===== src/rtl/secded_pkg.sv =====
package secded_pkg;

  typedef enum logic [1:0] {
    ERR_NONE   = 2'd0,
    ERR_SINGLE = 2'd1,
    ERR_DOUBLE = 2'd2
  } err_kind_e;

  // Smallest number of Hamming check bits covering dw data bits plus
  // themselves plus the zero syndrome.
  function automatic int check_bits(input int dw);
    int r;
    r = 1;
    while ((1 << r) < dw + r + 1) r++;
    return r;
  endfunction

  function automatic bit is_pow2(input int p);
    return (p & (p - 1)) == 0;
  endfunction

endpackage


===== src/rtl/secded_enc.sv =====
module secded_enc
  import secded_pkg::*;
#(
  parameter  int DW = 64,
  localparam int CB = check_bits(DW),
  localparam int N  = DW + CB,
  localparam int CW = N + 1
) (
  input  logic [DW-1:0] data_i,
  output logic [CW-1:0] code_o
);

  function automatic logic [CW-1:0] encode(input logic [DW-1:0] d);
    logic [CW-1:0] c;
    int k;
    c = '0;
    k = 0;
    for (int p = 1; p <= N; p++) begin
      if (!is_pow2(p)) begin
        c[p-1] = d[k];
        k++;
      end
    end
    for (int j = 0; j < CB; j++) begin
      logic b;
      b = 1'b0;
      for (int p = 1; p <= N; p++) begin
        if (((p >> j) & 1) == 1 && !is_pow2(p)) b ^= c[p-1];
      end
      c[(1 << j) - 1] = b;
    end
    c[N] = ^c[N-1:0];
    return c;
  endfunction

  assign code_o = encode(data_i);

endmodule


===== src/rtl/secded_chk.sv =====
module secded_chk
  import secded_pkg::*;
#(
  parameter  int DW = 64,
  localparam int CB = check_bits(DW),
  localparam int N  = DW + CB,
  localparam int CW = N + 1
) (
  input  logic [CW-1:0] code_i,
  output logic [CB-1:0] syn_o,
  output logic          par_fail_o,
  output err_kind_e     kind_o,
  output logic [CW-1:0] fix_code_o,
  output logic [DW-1:0] fix_data_o
);

  // XOR of the indices of all set positions: equals received check bits
  // XOR check bits recomputed from the received data.
  function automatic logic [CB-1:0] syndrome(input logic [CW-1:0] c);
    logic [CB-1:0] s;
    s = '0;
    for (int p = 1; p <= N; p++) begin
      if (c[p-1]) s ^= CB'(p);
    end
    return s;
  endfunction

  function automatic err_kind_e classify(input logic [CB-1:0] s, input logic pf);
    if (!pf)               return (s == '0) ? ERR_NONE : ERR_DOUBLE;
    else if (s == '0)      return ERR_SINGLE;
    else if (int'(s) <= N) return ERR_SINGLE;
    else                   return ERR_DOUBLE;
  endfunction

  function automatic logic [DW-1:0] extract(input logic [CW-1:0] c);
    logic [DW-1:0] d;
    int k;
    d = '0;
    k = 0;
    for (int p = 1; p <= N; p++) begin
      if (!is_pow2(p)) begin
        d[k] = c[p-1];
        k++;
      end
    end
    return d;
  endfunction

  assign syn_o      = syndrome(code_i);
  assign par_fail_o = ^code_i;
  assign kind_o     = classify(syn_o, par_fail_o);

  always_comb begin
    fix_code_o = code_i;
    if (kind_o == ERR_SINGLE) begin
      if (syn_o == '0) fix_code_o[N] = ~code_i[N];
      else             fix_code_o[int'(syn_o) - 1] = ~code_i[int'(syn_o) - 1];
    end
  end

  assign fix_data_o = extract(fix_code_o);

endmodule


===== src/rtl/secded_out_reg.sv =====
module secded_out_reg
  import secded_pkg::*;
#(
  parameter int DW = 64,
  parameter int CW = 72
) (
  input  logic          clk,
  input  logic          rst_n,
  input  logic          valid_i,
  input  err_kind_e     kind_i,
  input  logic [DW-1:0] data_i,
  input  logic [CW-1:0] code_i,
  output logic          valid_o,
  output logic          single_o,
  output logic          double_o,
  output logic [DW-1:0] data_o,
  output logic [CW-1:0] code_o
);

  always_ff @(posedge clk or negedge rst_n) begin
    if (!rst_n) begin
      valid_o  <= 1'b0;
      single_o <= 1'b0;
      double_o <= 1'b0;
      data_o   <= '0;
      code_o   <= '0;
    end else begin
      valid_o  <= valid_i;
      single_o <= valid_i && (kind_i == ERR_SINGLE);
      double_o <= valid_i && (kind_i == ERR_DOUBLE);
      if (valid_i) begin
        data_o <= data_i;
        code_o <= code_i;
      end
    end
  end

  a_r9_valid_follows: assert property (@(posedge clk) disable iff (!rst_n)
    valid_i |=> valid_o);
  a_r9_idle_quiet: assert property (@(posedge clk) disable iff (!rst_n)
    !valid_i |=> (!valid_o && !single_o && !double_o));
  a_r9_hold: assert property (@(posedge clk) disable iff (!rst_n)
    !valid_i |=> ($stable(data_o) && $stable(code_o)));
  a_r7_flags_exclusive: assert property (@(posedge clk) disable iff (!rst_n)
    $onehot0({single_o, double_o}));

endmodule


===== src/rtl/secded_codec.sv =====
module secded_codec
  import secded_pkg::*;
#(
  parameter  int DATA_W  = 64,
  localparam int CHECK_W = check_bits(DATA_W),
  localparam int CODE_W  = DATA_W + CHECK_W + 1
) (
  input  logic              clk,
  input  logic              rst_n,
  input  logic [DATA_W-1:0] enc_data_i,
  output logic [CODE_W-1:0] enc_code_o,
  input  logic              dec_valid_i,
  input  logic [CODE_W-1:0] dec_code_i,
  output logic              dec_valid_o,
  output logic [DATA_W-1:0] dec_data_o,
  output logic [CODE_W-1:0] dec_code_o,
  output logic              dec_single_o,
  output logic              dec_double_o
);

  logic [CHECK_W-1:0] syn;
  logic               par_fail;
  err_kind_e          kind;
  logic [CODE_W-1:0]  fix_code;
  logic [DATA_W-1:0]  fix_data;

  secded_enc #(.DW(DATA_W)) u_enc (
    .data_i (enc_data_i),
    .code_o (enc_code_o)
  );

  secded_chk #(.DW(DATA_W)) u_chk (
    .code_i     (dec_code_i),
    .syn_o      (syn),
    .par_fail_o (par_fail),
    .kind_o     (kind),
    .fix_code_o (fix_code),
    .fix_data_o (fix_data)
  );

  secded_out_reg #(.DW(DATA_W), .CW(CODE_W)) u_out (
    .clk      (clk),
    .rst_n    (rst_n),
    .valid_i  (dec_valid_i),
    .kind_i   (kind),
    .data_i   (fix_data),
    .code_i   (fix_code),
    .valid_o  (dec_valid_o),
    .single_o (dec_single_o),
    .double_o (dec_double_o),
    .data_o   (dec_data_o),
    .code_o   (dec_code_o)
  );

  // A repair touches exactly one codeword bit.
  a_r4_one_bit_repair: assert property (@(posedge clk) disable iff (!rst_n)
    $past(dec_valid_i) && dec_single_o |-> $countones(dec_code_o ^ $past(dec_code_i)) == 1);
  // Clean and uncorrectable words pass through unchanged.
  a_r3_passthrough: assert property (@(posedge clk) disable iff (!rst_n)
    dec_valid_o && !dec_single_o |-> dec_code_o == $past(dec_code_i));
  // A repaired word always had odd overall parity on arrival.
  a_r6_single_needs_odd: assert property (@(posedge clk) disable iff (!rst_n)
    dec_single_o |-> (^$past(dec_code_i)) == 1'b1);
  // A clean result always had even overall parity on arrival.
  a_r7_clean_even: assert property (@(posedge clk) disable iff (!rst_n)
    dec_valid_o && !dec_single_o && !dec_double_o |-> (^$past(dec_code_i)) == 1'b0);

endmodule


===== config.mk =====
export PLATFORM = sky130hd
export DESIGN_NAME = secded_codec
export DESIGN_NICKNAME = d
export VERILOG_FILES = /design/src/rtl/secded_pkg.sv /design/src/rtl/secded_enc.sv /design/src/rtl/secded_chk.sv /design/src/rtl/secded_out_reg.sv /design/src/rtl/secded_codec.sv
export SDC_FILE = /design/constraint.sdc
export NUM_CORES = 1
export LEC_CHECK = 0
export BUFFER_PORTS_ARGS = -buffer_cell sky130_fd_sc_hd__clkbuf_2
export CAP_MARGIN = 20
export CORE_MARGIN = 2
export CORE_UTILIZATION = 45
export CTS_CLUSTER_DIAMETER = 150
export DETAILED_ROUTE_END_ITERATION = 10
export PLACE_DENSITY = 0.76
export SLEW_MARGIN = 20
export SYNTH_ARGS = -nofsm -noshare
export SYNTH_HDL_FRONTEND = slang
export SYNTH_SLANG_ARGS = --single-unit
export TNS_END_PERCENT = 20

===== constraint.sdc =====
create_clock -name clk -period 4.78 [get_ports clk]
set_clock_uncertainty 0.15 [all_clocks]
set_input_delay 0 -clock clk [delete_from_list [all_inputs] [get_ports clk]]
set_output_delay 0 -clock clk [all_outputs]
set_load 0.01 [all_outputs]

# After elaboration in Yosys (flattened, before gate mapping)
# Cells that the tools add are included.
# W data, S select, Z words.
[word_totals] word_cells=371 inputBits=139 regBits=139
[op_classes] addsub=1 magnitude_cmp=3 eq_ne=2 bitwise_logic=270 mux=84 reduce_logical=6
[ops] op="$xor A1 B1 Y1" n=198
[ops] op="$mux W6" n=32
[ops] op="$mux W5" n=16
[ops] op="$bwmux W72" n=1
[ops] op="$mux W72" n=1
[ops] op="$reduce_xor A72 Y1" n=1
[ops] op="$mux W71" n=1
[ops] op="$reduce_xor A71 Y1" n=1
[ops] op="$not A3 Y3" n=23
[ops] op="$not A4 Y4" n=16
[ops] op="$mux W7" n=8
[ops] op="$not A2 Y2" n=18
[ops] op="$ge A32 B1 Y1 const B" n=1
[ops] op="$lt A32 B9 Y1 const B" n=1
[ops] op="$mux W4" n=8
[ops] op="$not A5 Y5" n=6
[ops] op="$mux W2" n=6
[ops] op="$mux W3" n=4
[ops] op="$sub A7 B1 Y8 const B" n=1
[ops] op="$bmux W1 S7" n=1
[ops] op="$demux W1 S7" n=1
[ops] op="$le A7 B7 Y1 const B" n=1
[ops] op="$logic_not A7 Y1" n=1
[ops] op="$not A1 Y1 const A" n=6
[ops] op="other kinds (6)" n=13

# Longest topological paths before layout
[logic_depth] ltp_word=143 mapped_depth=20

# Cells and area by module
# Synthesis repeated with hierarchy kept, for this count alone.
[unflattened] cells_unflattened=1025 hier_area_um2=11516.0
[by_module_without_submodules] mod="secded_out_reg" area_each_um2=5190.0 cells_each=292 instances=1
[by_module_without_submodules] mod="secded_chk" area_each_um2=4598.2 cells_each=553 instances=1
[by_module_without_submodules] mod="secded_enc" area_each_um2=1727.9 cells_each=180 instances=1

# Worst setup path after synthesis
# No wires, ideal clock.
[synth_timing] kind="input to register" from="in dec_code_i[30]" to="reg u_out.code_o[47]" setup_slack_ns=-0.094 arrival_time_ns=4.604 required_time_ns=4.510 path_buffers=6 setup_time_ns=0.120 cell_stages=19 path_cell_list="buf_2 xnor3_1 xnor2_1 xnor2_1 xnor3_2 xor2_2 buf_2 buf_1 ha_1 xnor3_1 xor2_1 clkbuf_1 o221ai_1 a22oi_1 o221ai_1 or3_1 buf_2 buf_6 a41o_1"
[synth_via] elab_chain_len=69 word_cells_on_any_way=100 classes_between="add/sub (1); order compare (3); eq/ne (1); mux (53); bitwise (39); reduce/logical (3)"
[synth_lines] item="start: declaration" line_no="secded_codec.sv:13" source="input logic [CODE_W-1:0] dec_code_i,"
[synth_lines] item="$mux W5" line_no="secded_chk.sv:23" source="if (c[p-1]) s ^= CB'(p);"
[synth_lines] item="$mux W6" line_no="secded_chk.sv:23"
[synth_lines] item="$not A2 Y2 (no source line) or $mux W6 (tied branches)"
[synth_lines] item="$mux W6 or $not A2 Y2 (tied branches)"
[synth_lines] item="$mux W6" line_no="secded_chk.sv:23"
[synth_lines] item="$not A3 Y3 (no source line) or $not A2 Y2 (tied branches)"
[synth_lines] item="$mux W6" line_no="secded_chk.sv:23"
[synth_lines] item="$mux W6 or $not A3 Y3 (tied branches)"
[synth_lines] item="(+53 left out)"
[synth_lines] item="$sub A7 B1 Y8" line_no="secded_chk.sv:57" source="else fix_code_o[int'(syn_o) - 1] = ~code_i[int'(syn_o) - 1];"
[synth_lines] item="$ge A32 B1 Y1 (implied by the code), or another cell as far along" line_no="secded_chk.sv:57"
[synth_lines] item="$logic_and A1 B1 Y1 (implied by the code) or $mux W1 (tied branches)" line_no="secded_chk.sv:57"
[synth_lines] item="$mux W1 (implied by the code)" line_no="secded_chk.sv:57"
[synth_lines] item="$demux W1 S7 or $not A1 Y1 (tied branches)"
[synth_lines] item="$bwmux W72" line_no="secded_chk.sv:57"
[synth_lines] item="$mux W71" line_no="secded_chk.sv:56" source="if (syn_o == '0) fix_code_o[N] = ~code_i[N];"
[synth_lines] item="$mux W72 (*)" line_no="secded_chk.sv:55" source="if (kind_o == ERR_SINGLE) begin"
[synth_lines] item="end signal: assignment" line_no="secded_out_reg.sv:33" source="code_o <= code_i;"
[synth_lines] item="end: declaration" line_no="secded_out_reg.sv:17" source="output logic [CW-1:0] code_o"
# Every way passes the cells marked *; elsewhere a longest branch is shown, timed or not. The select of a mux whose other input is x is not followed.
# A chain may end at the register's enable or synchronous reset.

# Final worst setup path
[layout_timing] from="in dec_code_i[2]" to="reg u_out.code_o[44]"
[layout_via] elab_chain_len=111 word_cells_on_any_way=141 classes_between="add/sub (1); order compare (3); eq/ne (1); mux (81); bitwise (52); reduce/logical (3)"
[layout_lines] item="$mux W2" line_no="secded_chk.sv:23"
[layout_lines] item="$mux W3" line_no="secded_chk.sv:23"
[layout_lines] item="$not A2 Y2 (no source line) or $mux W3 (tied branches)"
[layout_lines] item="$mux W3 or $not A2 Y2 (tied branches)"
[layout_lines] item="$mux W3" line_no="secded_chk.sv:23"
[layout_lines] item="$not A3 Y3 (no source line)"
[layout_lines] item="$mux W3" line_no="secded_chk.sv:23"
[layout_lines] item="$mux W4" line_no="secded_chk.sv:23"
[layout_lines] item="(+95 left out)"
[layout_lines] item="$sub A7 B1 Y8" line_no="secded_chk.sv:57"
[layout_lines] item="$ge A32 B1 Y1 (implied by the code), or another cell as far along" line_no="secded_chk.sv:57"
[layout_lines] item="$logic_and A1 B1 Y1 (implied by the code) or $mux W1 (tied branches)" line_no="secded_chk.sv:57"
[layout_lines] item="$mux W1 (implied by the code)" line_no="secded_chk.sv:57"
[layout_lines] item="$demux W1 S7 or $not A1 Y1 (tied branches)"
[layout_lines] item="$bwmux W72" line_no="secded_chk.sv:57"
[layout_lines] item="$mux W71" line_no="secded_chk.sv:56"
[layout_lines] item="$mux W72 (*)" line_no="secded_chk.sv:55"
# Marked as above.

==> results.yml <==
worst_setup_path:
  critPathMaxStageDelay_ns: 0.55
  crit_fanout: 32
  critPathArrivalTime_ns: 4.71
  crit_buf_inv: 4
  cpMostUsedCell: "xnor2_1"
  crit_slowest_cell: "dlygate4sd3_1"
  path_class: "in -> reg"
  worst_path_dominant_cell_family: "XOR/XNOR gates"
  cp.depth: 18
  r2r_slack_ns: 3.74
  cp-end-kind: "flop"
  path_cells: "dlygate4sd3_1, clkbuf_2, xnor2_1, xnor3_1, xnor2_1, xnor3_1, xnor2_1, ha_1, xnor3_2, xnor2_1, buf_12, nand2_1, o221ai_1, a22oi_1, o221ai_1, or3_1, buf_12, a41o_1"
  worst_ep_required_time_ns: 4.87
  cp-start-kind: "primary input"
  reg2reg_depth: 3
min_path:
  min_path_type: "in -> reg"
  hold_path_depth: 4
detailed_routing:
  vias_per_cell: 5.71
  dr.pass1.iters: 5
  drc: 0
  dr_total_vias: 8901
  totalWireLength_um: 33100
  m1WireLength_um: 12700
  dr_wl_met2_um: 16000
  dr.max_layer_used: "met4"
  antenna_left: 0
  drtIter0Drc: 828
  wl_per_cell_um: 21.3
  route.met3.wl_um: 2940
finish:
  finalCoreUtilization_pct: 57.1
  syn_to_final_growth_pct: 25.8
  multi_input_area_um2: 5670
  seq_area_um2: 1880
  drive_gt1_share_pct: 33.5
  nNetsFinal: 1427
  nFillCells: 1758
outcome:
  violations: "hold timing"
  status: "finished with violations"
floorplanning:
  pin_count: 350
  dieArea_um2: 20600
  die_y_um: 143
  rows: 51
  coreArea_um2: 19300
  initial_core_util_pct: 45.4
  die_w_um: 143
logic_synthesis:
  synth_simple_gate_area_share_pct: 12.5
  synth_edf_count: 0
  synthXorXnorAreaFrac_pct: 30.8
  synth_ff_type: "dfrtp_1"
  synthArstFlopShare_pct: 100
  syn_area_um2: 8750
  yosysSeqAreaShare_pct: 21.4
  synthesis.nets: 1142
  synth.avg_cell_area_um2: 8.75
  synth_seq_cells: 75
  synth_top_family_by_area: "XOR/XNOR gates"
  synth.area.mux_share_pct: 2.04
  ys_types: 63
  yosys_warnings: 0
  synthAdderAreaFrac_pct: 0.543
  synth_compound_area_share_pct: 18.3
  synth_cells: 1000
timing:
  max_freq_ghz: 0.217
  final_hold_viol_count: 1
  rsz0062_at_grt: "no"
  drv_slew: 0
  slew_headroom_pct: 47.2
  final-setup-viol-count: 0
  fin_crit_sh_pct: 96.6
  setup_tns_ns: 0
  tightest_slew_ns: 0.786
  fin_ws_ns: 0.163
  finalHoldWorstSlack_ns: -0.0256
  post-route-min-period_ns: 4.62
clocking:
  cts_tree: "yes"
  clk_latency_ns: 0.35
  clk_pin_slew_ns: 0.06
  root_buffer: "clkbuf_16"
  clock_path_buffers: 2
  numCtsBuffers: 9
  clock-sinks: 75
  cts-htree-levels: 3
global_routing:
  grt_pass1_vias: 8486
  grt_max_degree: 76
  grt.total_usage_pct: 31.3
  grt_pass1_wl_um: 48700
  grt.overflow.total: 0
  antenna_found_initial: 3
place:
  portBuffers: 349
  place_hpwl_um: 25200
  pre_cts_slack_ns: 0.0633
  place_congestion: 0.985
job:
  drv_cap: 0
## stage by stage
step           std cells  instance area, µm²
3_5_place_dp        1479               10000
5_1_grt             1558               11000
2_1_floorplan       1000                8750
4_1_cts             1554               10900
6_report            1558               11000
3_3_place_gp        1479               10000
## kinds of logic (layout without fill, tap and decap cells)
kind of cell,after synthesis,in the layout
other cells,0,3
flops,75,75
mux,16,16
fa+ha+maj,4,4
compound gates,200,200
xor+xnor,254,254
buf+inv,200,490
simple gates,251,251
## cells in the final DEF, fill, tap and decap left out, types with 4 or more instances in the layout
cell type      netlist  final
clkbuf_2             0    347
xnor2_1            183    182
nand2_1            107    107
dfrtp_1             75     75
dlygate4sd3_1        0     59
nor2_1              47     47
buf_4              128     47
nor3_1              37     37
xor2_1              36     35
o311ai_0            38     35
nand3_1             34     33
o2bb2ai_1           27     27
xnor3_1             27     26
a31o_1              26     26
o211ai_1            21     21
a21oi_1             17     17
inv_1               16     16
o21ai_0             16     16
mux2i_1             13     13
o221ai_1            11     11
nor4_1              11     11
clkbuf_16            0      9
a41o_1               6      6
or3_1                5      5
xor3_1               4      4
a32oi_1              4      4
## per-layer routing
layer | vias up | GRT usage (%)
met4 | 0 | 15.2
met5 | - | 0
met1 | 4197 | 39.4
li1 | 4003 | -
met2 | 595 | 52.2
met3 | 106 | 5.20
## worst min-delay path, stage by stage
cell      delay, ns
clkbuf_2       0.13
o311ai_1       0.12
o21ai_0        0.10
a41o_1         0.09
## cells in the mapped netlist, drive strengths merged, types with 5 or more instances
| library cell | instances | area share (%) |
|---|---|---|
| xnor2 | 185 | 19 |
| buf | 140 | 12 |
| nand2 | 107 | 4.6 |
| dfrtp | 75 | 21 |
| nor2 | 47 | 2.0 |
| clkbuf | 42 | 1.8 |
| o311ai | 38 | 3.8 |
| nor3 | 37 | 2.1 |
| xor2 | 37 | 3.8 |
| nand3 | 34 | 1.9 |
| xnor3 | 28 | 7.2 |
| o2bb2ai | 27 | 2.7 |
| a31o | 26 | 2.6 |
| o211ai | 21 | 1.8 |
| o21ai | 18 | 1.0 |
| a21oi | 17 | 0.97 |
| inv | 17 | 0.73 |
| mux2i | 14 | 1.7 |
| nor4 | 11 | 0.79 |
| o221ai | 11 | 1.1 |
| a41o | 6 | 0.69 |
| or3 | 5 | 0.36 |
## registers in the layout (all words and copies together), names as in the netlist
name,flops
u_out.code_o,72
u_out.double_o,1
u_out.single_o,1
u_out.valid_o,1
## layout make-up
type                       count  area share [%]
sequential                    75            17.0
antenna                        3          0.0682
clock buffer                   9            2.04
multi-input combinational    725            51.4
tap                          265            3.01
inverter                      18           0.613
clock inverter                 7           0.898
timing repair buffer         456            24.9
## path summary, 6_finish.rpt
kind / to / start
worst max-delay path: u_out.code_o[44] / dec_code_i[2]
max in group asynchronous: u_out.code_o[13] / rst_n
worst min-delay path: u_out.code_o[47] / dec_code_i[47]
worst min register to register: u_out.code_o[24] / u_out.code_o[24]
worst max register to register: u_out.code_o[40] / u_out.code_o[40]
min in group asynchronous: u_out.code_o[28] / rst_n
## what timing repair did
| action | CTS | global route |
|---|---|---|
| setup endpoints to repair | 0 | 68 |
| resized for setup | 0 | 10 |
| setup buffers | 0 | 0 |
| endpoints found under the hold margin | 133 | 0 |
| hold buffers | 59 | 0 |
Power is not shown: default switching activity piles up to over one toggle a cycle in this logic, so the estimate is an artifact.
